## config.mk

```make
export PLATFORM = sky130hd
export DESIGN_NAME = addr_latch8
export DESIGN_NICKNAME = d
export VERILOG_FILES = /design/src/rtl/alatch_pkg.sv /design/src/rtl/alatch_mode_dec.sv /design/src/rtl/alatch_sel_dec.sv /design/src/rtl/alatch_bank.sv /design/src/rtl/addr_latch8.sv
export SDC_FILE = /design/constraint.sdc
export NUM_CORES = 1
export LEC_CHECK = 0
export BUFFER_PORTS_ARGS = -buffer_cell sky130_fd_sc_hd__buf_2
export CORE_ASPECT_RATIO = 1.1
export CORE_UTILIZATION = 35
export CTS_CLUSTER_DIAMETER = 30
export CTS_CLUSTER_SIZE = 24
export DETAILED_ROUTE_END_ITERATION = 10
export REMOVE_ABC_BUFFERS = 1
export SYNTH_ARGS = -nofsm -noshare
export SYNTH_HDL_FRONTEND = slang
export SYNTH_HIERARCHICAL = 1
export SYNTH_SLANG_ARGS = --single-unit
```

## constraint.sdc

```tcl
create_clock -name clk -period 3.2 [get_ports clk]
set_input_delay 0.64 -clock clk [delete_from_list [all_inputs] [get_ports clk]]
set_output_delay 0.64 -clock clk [all_outputs]
set_load 0.03 [all_outputs]
```

## src/rtl/alatch_pkg.sv

```systemverilog
package alatch_pkg;

    // Operating mode chosen by the pair {wipe_n, wr_n}
    typedef enum logic [1:0] {
        MODE_HOLD   = 2'b00,
        MODE_WRITE  = 2'b01,
        MODE_DECODE = 2'b10,
        MODE_WIPE   = 2'b11
    } alatch_mode_e;

endpackage

```

## src/rtl/alatch_mode_dec.sv

```systemverilog
module alatch_mode_dec
    import alatch_pkg::*;
(
    input  logic         wr_n,
    input  logic         wipe_n,
    output alatch_mode_e mode
);

    always_comb begin
        unique case ({wipe_n, wr_n})
            2'b11:   mode = MODE_HOLD;
            2'b10:   mode = MODE_WRITE;
            2'b00:   mode = MODE_DECODE;
            default: mode = MODE_WIPE;
        endcase
    end

endmodule

```

## src/rtl/alatch_sel_dec.sv

```systemverilog
module alatch_sel_dec #(
    parameter int ADDR_W = 3,
    localparam int LINES = 1 << ADDR_W
) (
    input  logic [ADDR_W-1:0] sel,
    output logic [LINES-1:0]  hit
);

    for (genvar i = 0; i < LINES; i++) begin : g_line
        assign hit[i] = (sel == ADDR_W'(i));
    end

endmodule

```

## src/rtl/alatch_bank.sv

```systemverilog
module alatch_bank
    import alatch_pkg::*;
#(
    parameter int LINES = 8
) (
    input  logic             clk,
    input  logic             rst_n,
    input  alatch_mode_e     mode,
    input  logic [LINES-1:0] hit,
    input  logic             din,
    output logic [LINES-1:0] bits_nxt
);

    typedef struct packed {
        logic [LINES-1:0] bits;
    } bank_t;

    bank_t st_d, st_q;
    logic [LINES-1:0] cell_nxt;

    for (genvar i = 0; i < LINES; i++) begin : g_cell
        logic keep_v;
        logic load_v;
        assign keep_v = st_q.bits[i];
        // picked cell loads data in write and decode modes
        assign load_v = hit[i] ? din : 1'b0;
        always_comb begin
            unique case (mode)
                MODE_HOLD:   cell_nxt[i] = keep_v;
                MODE_WRITE:  cell_nxt[i] = hit[i] ? din : keep_v;
                MODE_DECODE: cell_nxt[i] = load_v;
                default:     cell_nxt[i] = 1'b0;
            endcase
        end
    end

    always_comb begin
        st_d      = st_q;
        st_d.bits = cell_nxt;
    end

    always_ff @(posedge clk or negedge rst_n) begin
        if (!rst_n) begin
            st_q <= '0;
        end else begin
            st_q <= st_d;
        end
    end

    assign bits_nxt = st_d.bits;

endmodule

```

## src/rtl/addr_latch8.sv

```systemverilog
module addr_latch8
    import alatch_pkg::*;
#(
    parameter int ADDR_W = 3,
    localparam int LINES = 1 << ADDR_W
) (
    input  logic              clk,
    input  logic              rst_n,
    input  logic              din,
    input  logic [ADDR_W-1:0] sel,
    input  logic              wr_n,
    input  logic              wipe_n,
    output logic [LINES-1:0]  q
);

    alatch_mode_e     mode;
    logic [LINES-1:0] hit;
    logic [LINES-1:0] bits_nxt;

    alatch_mode_dec u_mode (
        .wr_n   (wr_n),
        .wipe_n (wipe_n),
        .mode   (mode)
    );

    alatch_sel_dec #(.ADDR_W(ADDR_W)) u_sel (
        .sel (sel),
        .hit (hit)
    );

    alatch_bank #(.LINES(LINES)) u_bank (
        .clk      (clk),
        .rst_n    (rst_n),
        .mode     (mode),
        .hit      (hit),
        .din      (din),
        .bits_nxt (bits_nxt)
    );

    // transparent view: the output is the value the cells take next
    assign q = bits_nxt;

endmodule

```

## Word level (Yosys, flattened, before mapping)

Cells that the tools add are included.

- Register bits: 8
- Bits of input ports: 8
- Output and inout port bits: 8
- Logic and storage cells: 40

- Equality and inequality tests: 11
- Mux-type cells: 25
- Reduce and logical (&&, ||, !) cells: 3

Operator list:

| cell | number |
|---|---|
| case mux 1 bit (3 select lines) | 8 |
| two-way mux 1 bit | 16 |
| == test 3 bit, second input constant | 4 |
| == test 2 bit, second input constant | 3 |
| == test 3 x 2 -> 1 bit, second input constant | 2 |
| case mux 2 bit (3 select lines) | 1 |
| zero test 2 bit | 2 |
| == test 3 x 1 -> 1 bit, second input constant | 1 |
| zero test 3 bit | 1 |
| == test 2 x 1 -> 1 bit, second input constant | 1 |

## Longest topological paths before layout

Gate-level depths: netlist of run 1.

- Depth in word-level cells: 4
- Gate-level depth with buffers: 6
- Gate-level depth less buffers: 5

## Hierarchy

Netlist of run 1, hierarchy kept.

By module, submodules not included:

| module | times used | cells an instance | area an instance (um^2) | seq. area each (um^2) |
|---|---|---|---|---|
| alatch_bank | 1 | 37 | 405.4 | 200.2 |
| alatch_sel_dec | 1 | 8 | 65.1 | 0.0 |
| alatch_mode_dec | 1 | 5 | 38.8 | 0.0 |

## Least setup slack after synthesis of run 1

No wires, ideal clock.

- Kind: in2out
- Start: in wr_n
- End: out q[0]
- Data arrival time: 1.885 ns
- Data required time: 2.560 ns
- Path slack: 0.675 ns
- Stages: 5
- Buffers on the path: 1
- Path through: inv_1 > ha_1 > buf_2 > a21bo_1 > o211ai_1

- Cells in the longest elaborated chain, start to end: 4
- Elaborated cells between the ends (all ways): 8
- Classes of those cells: eq/ne (4); mux (2); reduce/logical (2)

RTL lines:

| element | line | source |
|---|---|---|
| start: declaration | addr_latch8.sv:11 | `input logic wr_n,` |
| == test 2 bit or zero test 2 bit (tied branches) | alatch_mode_dec.sv:10 | `unique case ({wipe_n, wr_n})` |
| case mux 2 bit (3 select lines) (*) | alatch_mode_dec.sv:10 |  |
| named net mode[0] | addr_latch8.sv:16 | `alatch_mode_e mode;` |
| == test 2 bit, or another cell as far along | alatch_bank.sv:28 | `unique case (mode)` |
| case mux 1 bit (3 select lines) (*) | alatch_bank.sv:28 |  |
| end: declaration | addr_latch8.sv:13 | `output logic [LINES-1:0] q` |

Mark *: on every way through the listed nets, which the timed path passes. The rest lies on a longest branch.

## Worst setup path after layout of run 1

- Start: in wr_n
- End: out q[5]

Same word-level chain as after synthesis.

==> qor.yml, run 1 <==
cpMostUsedCell: "buf_2"
netlist_top_cells_area: "dfrtp_1, a32o_1, nor2b_1"
regMostFlops: "u_bank/st_q"
syn_avg_cell_area_um2: 10.2
min_period_ns: 2.80
ff2ff_path_depth: 2
drc_errors: 0
ys_top_cells_by_count: "dfrtp_1, a32o_1, nand2_1, nor2b_1"
antenna_cells: 0
required_ns: 2.56
cts-root-buf: "clkbuf_4"
finalHoldViolations: 0
cts_sinks: 8
die_x_um: 38.4
syn-instance-count: 50
grt_first_pass_wirelength_mm: 1.68
synth.distinct_cells: 17
post-route-util: 0.449
ctsResizeCount: 0
coreArea_um2: 1370
routedWlPerCell_um: 12.9
async_flop_share: 1.00
status: "finished, final reports clean"
ios: 16
worstPathBufferInverterCount: 3
slew_headroom: 0.712
start_util: 0.373
grt_util_all_layers: 0.157
cts_max_level: 1
cts.reportedPaths.clkPinSlew_ns: 0.05
holdWs_ns: 0.221
firstDrtPassIters: 4
maxCapViolCount: 0
path_max_fanout: 11
clock_skew_ns: 0
finalMaxSlewViolations: 0
nNetsFinal: 77
slowest_stage: "xor2_2"
dr.first_iter.drc_count: 18
power.leakage_nw: 0.304
tns_ns: 0
crit_chain: "buf_2 -> inv_1 -> ha_1 -> or2_1 -> xor2_2 -> a32o_1 -> buf_2"
grt.overflow.total: 0
grt_max_degree: 12
grt_antenna_before_repair: 0
hold_path_class: "primary input to async pin"
critical_path.top_delay_family: "XOR/XNOR gates"
ys_seq_area_frac: 0.393
grt_pass1_vias: 375
p_per_area_nw_per_um2: 403
ys_seq_elements: 8
largestRegisters: "u_bank/st_q (8)"
viasPerCell: 5.31
fmax_mhz: 357
vias: 430
drive_above_1_share: 0.354
clockBufferDepth: 2
yosysMostFrequentCell: "dfrtp_1"
cp.depth: 7
port_buffers: 15
ys_warn_count: 6
route.antenna.remaining_nets: 0
critical_path_class: "primary input to primary output"
dp_hpwl_um: 762
rows: 14
arrival_ns: 2.16
fin_crit_sh: 0.875
gp_congestion: 0.754
synth-main-ff-cell: "dfrtp_1"
die_h_um: 42.0
ctsHoldBuffers: 0
slowest_delay_ns: 0.38
tritoncts: "done"
routed_wl_mm: 1.05
rsz0062_at_grt: "false"
dieArea_um2: 1610
yosysTopAreaCell: "dfrtp_1"
largest_reg_flops: 8
cts-buffers-inserted: 3
netlist.area_leader.share: 0.393
setup_violations: 0
startpoint_type: "primary input"
clock_latency_ns: 0.25
cts_setup_buffers: 0
synth_area_um2: 509
areaGrowthSynthToFinish_pct: 20.4
synth-edff-count: 0
vdd_drop_max_mv: 0.152
power_mw: 0.247
worstMarginPinSlew_ns: 0.432
cp-end-kind: "primary output"
==> cells in the final DEF, fill, tap and decap left out <==
cell	n
a21bo_1	1
a32o_1	7
and3_2	1
and3b_2	3
buf_2	15
clkbuf_4	3
dfrtp_1	8
ha_1	2
inv_1	2
nand2_1	7
nand4b_1	2
nor2b_1	7
nor3_1	1
nor3b_1	3
o211ai_1	1
or2_1	1
xor2_2	1
==> worst paths after layout <==
kind                                 from             end  slack [ns]
max                                  wr_n            q[5]        0.40
min                                 rst_n  u_bank/st_q[4]        0.22
max reg2reg                u_bank/st_q[5]  u_bank/st_q[5]        2.34
min reg2reg                u_bank/st_q[1]  u_bank/st_q[1]        0.61
max in group asynchronous           rst_n  u_bank/st_q[2]        2.81
min in group clk           u_bank/st_q[1]  u_bank/st_q[1]        0.61
==> through the flow <==
step           setup slack [ns]  instances  area (um2)
2_1_floorplan             0.686         47         495
3_3_place_gp              0.455         78         591
3_5_place_dp              0.397         78         591
4_1_cts                   0.392         81         613
5_1_grt                   0.267         81         613
6_report                  0.401         81         613
==> cell type report <==
cell class              instances  area, um2
fillers                       134        753
multi-input cells              37        288
flip-flops and latches          8        200
repair buffers                 15       75.1
clock buffers                   3       22.5
well taps                      16       20.0
inverters                       2       7.51
==> per-layer routing <==
layer / part of all wire / wire (um) / track usage
met1: 0.48 / 502 / 0.221
met5: 0 / 0 / 0
met4: 0.011 / 11 / 0.124
met3: 0.053 / 56 / 0.0160
met2: 0.46 / 477 / 0.214
==> cell families (layout without fill, tap and decap cells) <==
logic type,count (synthesis),after routing,synth area share
xor+xnor,1,1,0.0319
simple gates,25,25,0.312
fa+ha+maj,2,2,0.0491
compound gates,9,9,0.172
buf+inv,5,20,0.0418
flops,8,8,0.393
==> report_power, final <==
part           internal [mW]  switching [mW]
Combinational         0.0218          0.0412
Sequential             0.107         0.00121
Clock                 0.0428          0.0331
Power figures use the tool's default switching activity.
==> run 2: changes to the inputs <==
Settings changed: CORE_ASPECT_RATIO 1.1 to unset.
==> run 2 against run 1 <==
  * Sequential cell count stayed put
  * Largest power group unchanged
  * Combinational power rose by 0.8%
  * Clock skew stayed put
  * Critical path depth unchanged
  * Sequential power barely moved
  * Sequential share of layout area is 0.067 points higher
  * Worst setup slack worse by 0.024 ns
==> qor.yml, run 2 (same netlist as run 1, synthesis figures left out) <==
antenna_cells: 0
cp-end-kind: "primary output"
largest_reg_flops: 8
place_area_um2: 589
fin_crit_sh: 0.882
final_common_cell: "buf_2"
dieArea_um2: 1610
slowest_delay_ns: 0.40
path_max_fanout: 11
areaGrowthSynthToFinish_pct: 20.1
crit_chain: "buf_2 -> inv_1 -> ha_1 -> or2_1 -> xor2_2 -> a32o_1 -> buf_2"
power_mw: 0.250
ios: 16
maxCapViolCount: 0
critical_path_class: "primary input to primary output"
clock_latency_ns: 0.26
cts_sinks: 8
slowest_stage: "or2_1"
dr.first_iter.drc_count: 11
grt_antenna_before_repair: 0
vdd_drop_max_mv: 0.240
slew_headroom: 0.699
arrival_ns: 2.18
drive_above_1_share: 0.354
finalMaxSlewViolations: 0
largestRegisters: "u_bank/st_q (8)"
fmax_mhz: 354
die_x_um: 40.1
worstMarginPinSlew_ns: 0.451
setup_violations: 0
final_area_um2: 612
p_per_area_nw_per_um2: 409
rsz0062_at_grt: "false"
required_ns: 2.56
grt_util_all_layers: 0.163
viasPerCell: 5.31
grt_pass1_vias: 374
die_h_um: 40.1
clock_skew_ns: 0
dp_cells: 77
dp_hpwl_um: 708
final_cell_mix: "buf_2, dfrtp_1, nand2_1, nor2b_1, a32o_1"
finalNonFillerCells: 80
drc_errors: 0
regMostFlops: "u_bank/st_q"
port_buffers: 15
startpoint_type: "primary input"
tns_ns: 0
ctsResizeCount: 0
rows: 13
finalHoldViolations: 0
route.antenna.remaining_nets: 0
cts-root-buf: "clkbuf_4"
hold_path_class: "primary input to async pin"
cts_max_level: 1
grt_first_pass_wirelength_mm: 1.61
firstDrtPassIters: 4
cts.reportedPaths.clkPinSlew_ns: 0.06
vias: 425
tritoncts: "done"
power.leakage_nw: 0.304
min_period_ns: 2.82
cts-buffers-inserted: 3
clockBufferDepth: 2
cpMostUsedCell: "buf_2"
routedWlPerCell_um: 12.9
grt_max_degree: 12
coreArea_um2: 1330
nNetsFinal: 77
start_util: 0.382
post-route-util: 0.459
grt.overflow.total: 0
cts_setup_buffers: 0
ctsHoldBuffers: 0
gp_congestion: 0.710
routed_wl_mm: 1.03
status: "finished, final reports clean"
## run 2: cell counts in the layout (fill, tap and decap cells not counted)
Identical to the previous run, type by type.
## run 2: final cells by class
| type | count | area (um2) |
|---|---|---|
| tap | 15 | 18.8 |
| sequential | 8 | 200 |
| clock buffer | 3 | 22.5 |
| fill | 133 | 722 |
| timing repair buffer | 15 | 75.1 |
| multi-input combinational | 37 | 288 |
| inverter | 2 | 7.51 |
## run 2: worst max-delay path, delay by kind of cell
| family | cells | cell delay, ns |
|---|---|---|
| compound gates | 1 | 0.25 |
| buf+inv | 3 | 0.31 |
| xor+xnor | 1 | 0.40 |
| simple gates | 1 | 0.40 |
| fa+ha+maj | 1 | 0.17 |
## run 2: metrics by stage
stage | setup slack [ns] | hold WS (ns)
after CTS | 0.379 | 0.212
after global routing | 0.274 | 0.218
after detailed placement | 0.382 | 0.494
final | 0.378 | 0.211
after global placement | 0.426 | 0.497
after floorplan | 0.686 | 0.344
## run 2: per-layer routing
metal	GRT usage	wire length, um
met3	0.0889	74
met5	0	0
met4	0.0948	20
met2	0.266	507
met1	0.160	426
## run 2: path summary, 6_finish.rpt
kind | from | endpoint | slack [ns] | depth (start not counted)
max | wipe_n | q[2] | 0.38 | 7
min | rst_n | u_bank/st_q[7] | 0.21 | 1
max reg2reg | u_bank/st_q[2] | u_bank/st_q[2] | 2.37 | 2
min reg2reg | u_bank/st_q[1] | u_bank/st_q[1] | 0.61 | 2
max in group asynchronous | rst_n | u_bank/st_q[2] | 2.81 | 1
min in group clk | u_bank/st_q[1] | u_bank/st_q[1] | 0.61 | 2
## run 2: power by group
| group | internal (mW) | switching, mW |
|---|---|---|
| logic | 0.0218 | 0.0416 |
| clock network | 0.0430 | 0.0360 |
| registers | 0.107 | 0.000913 |
